File: src/rtl/rcb_tick_div.sv
module rcb_tick_div #(
    parameter int unsigned DIV_W = 16
) (
    input  logic             clk,
    input  logic             rst_n,
    input  logic [DIV_W-1:0] div_i,
    output logic             tick_o
);
    logic [DIV_W-1:0] cnt_q;

    // >= keeps the divider safe when the setting shrinks mid-count
    assign tick_o = (cnt_q >= div_i);

    always_ff @(posedge clk) begin
        if (!rst_n) begin
            cnt_q <= '0;
        end else if (tick_o) begin
            cnt_q <= '0;
        end else begin
            cnt_q <= cnt_q + 1'b1;
        end
    end

    // after a tick the next one needs a zero setting
    assert_tick_gap_R2: assert property (@(posedge clk) disable iff (!rst_n)
        tick_o |=> (!tick_o || div_i == '0));
endmodule

File: config.mk
export PLATFORM = sky130hd
export DESIGN_NAME = rcb_tick_div
export DESIGN_NICKNAME = d
export VERILOG_FILES = /design/src/rtl/rcb_tick_div.sv
export SDC_FILE = /design/constraint.sdc
export NUM_CORES = 1
export LEC_CHECK = 0
export ABC_AREA = 1
export CELL_PAD_IN_SITES_DETAIL_PLACEMENT = 1
export CELL_PAD_IN_SITES_GLOBAL_PLACEMENT = 2
export CORE_MARGIN = 5
export CORE_UTILIZATION = 34
export DETAILED_ROUTE_END_ITERATION = 12
export DONT_BUFFER_PORTS = 1
export PLACE_DENSITY = 0.86
export SLEW_MARGIN = 20
export SYNTH_ARGS = -nofsm -noshare
export SYNTH_HDL_FRONTEND = slang
export SYNTH_SLANG_ARGS = --single-unit
File: constraint.sdc
create_clock -name clk -period 1.95 [get_ports clk]
set_clock_uncertainty 0.1 [all_clocks]
set_input_delay 0.39 -clock clk [delete_from_list [all_inputs] [get_ports clk]]
set_output_delay 0.39 -clock clk [all_outputs]
set_load 0.005 [all_outputs]
==> results of run 1 <==
## stage by stage
stage / hold WS, ns / cells
floorplan: 0.329 / 168
global placement: 0.337 / 216
detailed placement: 0.365 / 216
CTS: 0.338 / 223
global route: 0.264 / 226
finish: 0.240 / 226
## logic make-up (layout without fill, tap and decap cells)
group	Yosys count	count (layout)	share of synthesized area, %
buffers and inverters	36	48	12.1
flip-flops	16	16	27.1
adder cells (fa/ha/maj)	17	17	18.0
XOR/XNOR	12	12	8.89
AO/OA/AOI/OAI	8	8	3.60
AND/OR/NAND/NOR	79	79	30.4
## final cells by class
type                       count  area, sq um  share of cell area, %
inverter                      35          134                   9.32
tap                           46         57.6                   4.01
sequential                    16          334                   23.3
timing repair buffer           9         67.6                   4.70
clock buffer                   4         36.3                   2.53
multi-input combinational    116          807                   56.2
## cells in the final DEF, fill, tap and decap left out, types with 2 or more instances in the layout
| cell type | netlist | layout |
|---|---|---|
| nand3_1 | 6 | 5 |
| buf_4 | 0 | 9 |
| ha_4 | 0 | 4 |
| dfxtp_1 | 16 | 7 |
| nor2_2 | 1 | 4 |
| nand4_1 | 3 | 3 |
| nand3_2 | 2 | 2 |
| nor2_4 | 2 | 2 |
| xnor2_1 | 7 | 7 |
| clkbuf_4 | 0 | 3 |
| nor2_1 | 29 | 26 |
| nand2_2 | 0 | 4 |
| a21oi_2 | 0 | 2 |
| xor2_1 | 5 | 5 |
| inv_1 | 34 | 34 |
| nand2_1 | 35 | 31 |
| ha_1 | 17 | 13 |
| dfxtp_2 | 0 | 8 |
| a21oi_1 | 6 | 4 |
## final timing paths
path / cells after the start / slack (ns) / start / endpoint
setup reg to reg: 7 / 0.28 / cnt_q[13] / cnt_q[6]
hold reg to reg: 2 / 0.45 / cnt_q[0] / cnt_q[0]
setup / recovery: 10 / 0.03 / cnt_q[0] / tick_o
hold / removal: 2 / 0.24 / rst_n / cnt_q[2]
## cell usage after synthesis
library cell,instances,area share [%]
xor2_1,5,3.7
xnor2_1,7,5.2
ha_1,17,18
o21ai_0,1,0.42
o21a_1,1,0.64
inv_2,1,0.32
a21oi_1,6,2.5
nand2_1,35,11
nand4_4,1,1.8
nand4_1,3,1.6
nor2_1,29,9.2
nand3_2,2,1.7
dfxtp_1,16,27
buf_6,1,0.95
inv_1,34,11
nand3_1,6,2.5
nor2_2,1,0.53
nor2_4,2,1.9
## power breakdown
group          total [uW]  internal, uW  leakage (uW)  switching (uW)
logic                80.3          36.4      0.000517            43.9
registers             338           332      0.000134            6.51
clock network         221           114     0.0000210             107
## timing repair
action                     in CTS  in global routing
gates resized for setup        11                 16
buffers inserted                3                  3
hold buffers                    0                  0
pin swaps                       2                  9
setup endpoints to repair       1                 17
## per-layer routing
| metal | GRT usage, % | up-vias |
|---|---|---|
| met3 | 2.92 | 4 |
| li1 | - | 538 |
| met2 | 25.7 | 8 |
| met4 | 3.41 | 0 |
| met5 | 0 | - |
| met1 | 14.0 | 486 |
==> impl_metrics.json, run 1 <==
{
  "avgRoutedWirePerCell_microns": 12.1,
  "top_register": "cnt_q",
  "worst_pin_slew_ns": 0.195,
  "worst_hold_path_type": "in2reg",
  "setup-violations-final": 0,
  "dr.pass1.iters": 4,
  "wl_met2_microns": 1540,
  "cpLargestDelayFamily": "simple AND/OR/NAND/NOR gates",
  "antenna_cells": 0,
  "avgSynthCellArea_sq_um": 7.04,
  "cp_num_buf_inv": 1,
  "drt-met1-wl_microns": 1110,
  "reg_top3": "cnt_q: 16 flops",
  "grt_antenna_before_repair": 0,
  "placed_area_sq_um": 1250,
  "path_clk_slew_ns": 0.10,
  "post-route-min-period_ns": 1.92,
  "grt_max_degree": 17,
  "startpoint_type": "flop",
  "vias": 1036,
  "num_rows": 21,
  "pre_cts_ws_ns": -0.00818,
  "final_core_util_pct": 42.7,
  "timing.fmax_mhz": 520,
  "cp-end-kind": "output port",
  "max_stage_delay_ns": 0.37,
  "wirelength_microns": 2740,
  "vdd_drop_max_v": 0.000432,
  "max-cap-violations": 0,
  "synthCells": 168,
  "routabilityCongestion": 0.770,
  "fin_area_sq_um": 1440,
  "cts_buffer_depth": 2,
  "drcViolationCount": 0,
  "total_power_uw": 640,
  "drt_first_iter_violations": 31,
  "critical_path_class": "reg2out",
  "area_growth_pct": 21.5,
  "vias_per_cell": 4.58,
  "io_buffers": 0,
  "ys_warn_count": 0,
  "final_net_count": 216,
  "root_buffer": "clkbuf_4",
  "largest_reg_flops": 16,
  "crit_arrival_ns": 1.43,
  "p_per_area_nw_per_um2": 445,
  "slowest_stage": "dfxtp_2",
  "final_layout_size_suffix_gt1_share_pct": 23.9,
  "grt_setup_unrepaired": "true",
  "crit_chain": "inv_4 -> ha_4 -> nand2_2 -> nor2_2 -> nor2_1 -> nand2_1 -> nand2_1 -> nand2_1 -> nand2_2 -> nand2_2",
  "setup_tns_ns": 0,
  "die_height_microns": 69.0,
  "dieArea_sq_um": 4760,
  "nFillCells": 447,
  "hpwl_microns": 2190,
  "critPathRequiredTime_ns": 1.46,
  "slew_violations": 0,
  "finalWorstSetupSlack_ns": 0.0257,
  "grt_pass1_vias": 1098,
  "syn_nets": 203,
  "met3_length_microns": 53,
  "ant_nets": 0,
  "p_leak_uw": 0.000672,
  "grt_pass1_wl_microns": 4640,
  "top_layer": "met4",
  "overflow": 0,
  "ys_ff_latch": 16,
  "grtUsageTotal_pct": 13.2,
  "netlist_area_sq_um": 1180,
  "ios": 19,
  "slew_headroom_pct": 87.0,
  "cts.sinks": 16,
  "initial_core_util_pct": 35.2,
  "cp_max_fo": 2,
  "insertion_delay_ns": 0.28,
  "yosysSeqAreaShare_pct": 27.1,
  "cts-buffers-inserted": 3,
  "synth_cell_types": 18,
  "hold_viol": 0,
  "dieWidth_microns": 69.0,
  "cts_tree": "built",
  "h-tree-depth": 1,
  "fin_crit_sh_pct": 98.7,
  "status": "complete, no violations",
  "core_area_sq_um": 3360
}
No activity file was read; power rests on OpenSTA's default activity.
==> inputs of run 2 (changes only) <==
--- a/config.mk
+++ b/config.mk
@@ -12,7 +12,10 @@
 export CORE_UTILIZATION = 34
 export DETAILED_ROUTE_END_ITERATION = 12
 export DONT_BUFFER_PORTS = 1
+export GPL_ROUTABILITY_DRIVEN = 0
+export HOLD_SLACK_MARGIN = 0.1
 export PLACE_DENSITY = 0.86
+export SKIP_CTS_REPAIR_TIMING = 1
 export SLEW_MARGIN = 20
 export SYNTH_ARGS = -nofsm -noshare
 export SYNTH_HDL_FRONTEND = slang
==> run 2 against run 1 <==
The flow now finishes with violations (setup timing). Routed wire length is 3.1% higher. Setup slack worse by 0.037 ns. Die area stayed put. Worst hold slack better by 0.087 ns. Critical path type unchanged. Core utilization is 0.60 points lower.
==> impl_metrics.json, run 2 (synthesis gave the netlist of run 1 again) <==
{
  "reg_top3": "cnt_q: 16 flops",
  "internal_power_uw": 480,
  "final_net_count": 215,
  "ios": 19,
  "cp_max_fo": 3,
  "core_area_sq_um": 3360,
  "fin_area_sq_um": 1420,
  "dr.pass1.iters": 2,
  "power.share.combinational_pct": 12.3,
  "p_sw_share_pct": 24.9,
  "h-tree-depth": 1,
  "power.switching_uw": 159,
  "worst_hold_path_type": "in2reg",
  "multi_input_area_sq_um": 797,
  "cp-end-kind": "output port",
  "critPathRequiredTime_ns": 1.46,
  "timing.fmax_mhz": 510,
  "final_layout_size_suffix_gt1_share_pct": 21.8,
  "grt_antenna_before_repair": 0,
  "cts_tree": "built",
  "final_core_util_pct": 42.1,
  "max-cap-violations": 0,
  "area_growth_pct": 19.8,
  "insertion_delay_ns": 0.28,
  "top_register": "cnt_q",
  "grt_pass1_wl_microns": 4470,
  "antenna_cells": 0,
  "layout_common_cells": "34 x inv_1, 32 x nand2_1, 26 x nor2_1",
  "grt_pass1_vias": 1091,
  "hpwl_microns": 2190,
  "hold_viol": 0,
  "dieWidth_microns": 69.0,
  "wirelength_microns": 2830,
  "dieArea_sq_um": 4760,
  "fin_crit_sh_pct": 101,
  "path_clk_slew_ns": 0.10,
  "pre_cts_ws_ns": -0.00818,
  "drcViolationCount": 0,
  "slew_violations": 0,
  "layout_commonest_cell": "inv_1",
  "root_buffer": "clkbuf_4",
  "cts_buffer_depth": 2,
  "grtUsageTotal_pct": 12.5,
  "rr_worst_depth": 7,
  "worst_pin_slew_ns": 0.309,
  "seq_power_share_pct": 53.0,
  "overflow": 0,
  "crit_arrival_ns": 1.47,
  "num_rows": 21,
  "io_buffers": 0,
  "finalWorstSetupSlack_ns": -0.0110,
  "p_per_area_nw_per_um2": 451,
  "hold-path-cell-count": 2,
  "initial_core_util_pct": 35.2,
  "die_height_microns": 69.0,
  "violations": "setup timing",
  "critical_path_class": "reg2out",
  "grt_max_degree": 17,
  "cts-buffers-inserted": 3,
  "grt_setup_unrepaired": "true",
  "setup-violations-final": 1,
  "status": "complete, but fails checks",
  "placed_area_sq_um": 1250,
  "vdd_drop_max_v": 0.000431,
  "startpoint_type": "flop",
  "slew_headroom_pct": 79.4,
  "post-route-min-period_ns": 1.96,
  "regToRegSetupSlack_ns": 0.12,
  "ant_nets": 0,
  "vias_per_cell": 4.60,
  "cts.sinks": 16,
  "clock_power_share_pct": 34.7,
  "regArea_sq_um": 332,
  "p_leak_uw": 0.000666,
  "nFillCells": 452,
  "drt_first_iter_violations": 9,
  "avgRoutedWirePerCell_microns": 12.6,
  "largest_reg_flops": 16,
  "total_power_uw": 639,
  "vias": 1036
}
==> run 2: per-layer routing <==
layer	wire length, microns	part of all wire (%)	track usage [%]
met1	1140	40	13.7
met2	1590	56	23.8
met5	0	0	0
met3	58	2.1	2.92
met4	40	1.4	3.41
==> run 2: final cells by class <==
type,instances,share of cell area [%]
Clock buffer,4,2.56
Inverter,35,9.45
Multi-Input combinational cell,116,56.3
Sequential cell,16,23.4
Tap cell,46,4.06
Timing Repair Buffer,8,4.24
==> run 2: through the flow <==
stage / cells / setup TNS, ns / hold WS (ns)
global route: 225 / -0.262 / 0.363
CTS: 220 / -0.156 / 0.345
floorplan: 168 / 0 / 0.329
detailed placement: 216 / -0.00845 / 0.365
finish: 225 / -0.0110 / 0.327
global placement: 216 / 0 / 0.337
==> run 2: worst paths after layout <==
kind                                start   endpoint
worst max-delay path             cnt_q[0]     tick_o
worst min-delay path                rst_n   cnt_q[2]
worst max register to register  cnt_q[15]  cnt_q[14]
worst min register to register   cnt_q[5]   cnt_q[5]
==> run 2: power groups by stage <==
stage	combinational (uW)	sequential, uW	clock [uW]
final	78.7	339	221
after global routing	91.8	340	245
after CTS	61.8	338	227
after detailed placement	61.3	345	0
after global placement	56.3	345	0
after floorplan	50.8	344	0
==> run 2: worst max-delay path, stage by stage, from the launching register on <==
cell     delay [ns]
dfxtp_2        0.39
inv_4          0.05
ha_4           0.25
nand2_2        0.05
nor2_2         0.09
nor2_1         0.05
nand2_1        0.05
nand2_1        0.04
nand2_1        0.07
nand2_2        0.06
nand2_2        0.08
==> inputs of run 3 (changes only) <==
--- a/config.mk
+++ b/config.mk
@@ -6,6 +6,7 @@
 export NUM_CORES = 1
 export LEC_CHECK = 0
 export ABC_AREA = 1
+export ABC_CLOCK_PERIOD_IN_PS = 1950
 export CELL_PAD_IN_SITES_DETAIL_PLACEMENT = 1
 export CELL_PAD_IN_SITES_GLOBAL_PLACEMENT = 2
 export CORE_MARGIN = 5
==> results of run 3 <==
The final DEF is identical to that of run 2; final timing and power are the same.
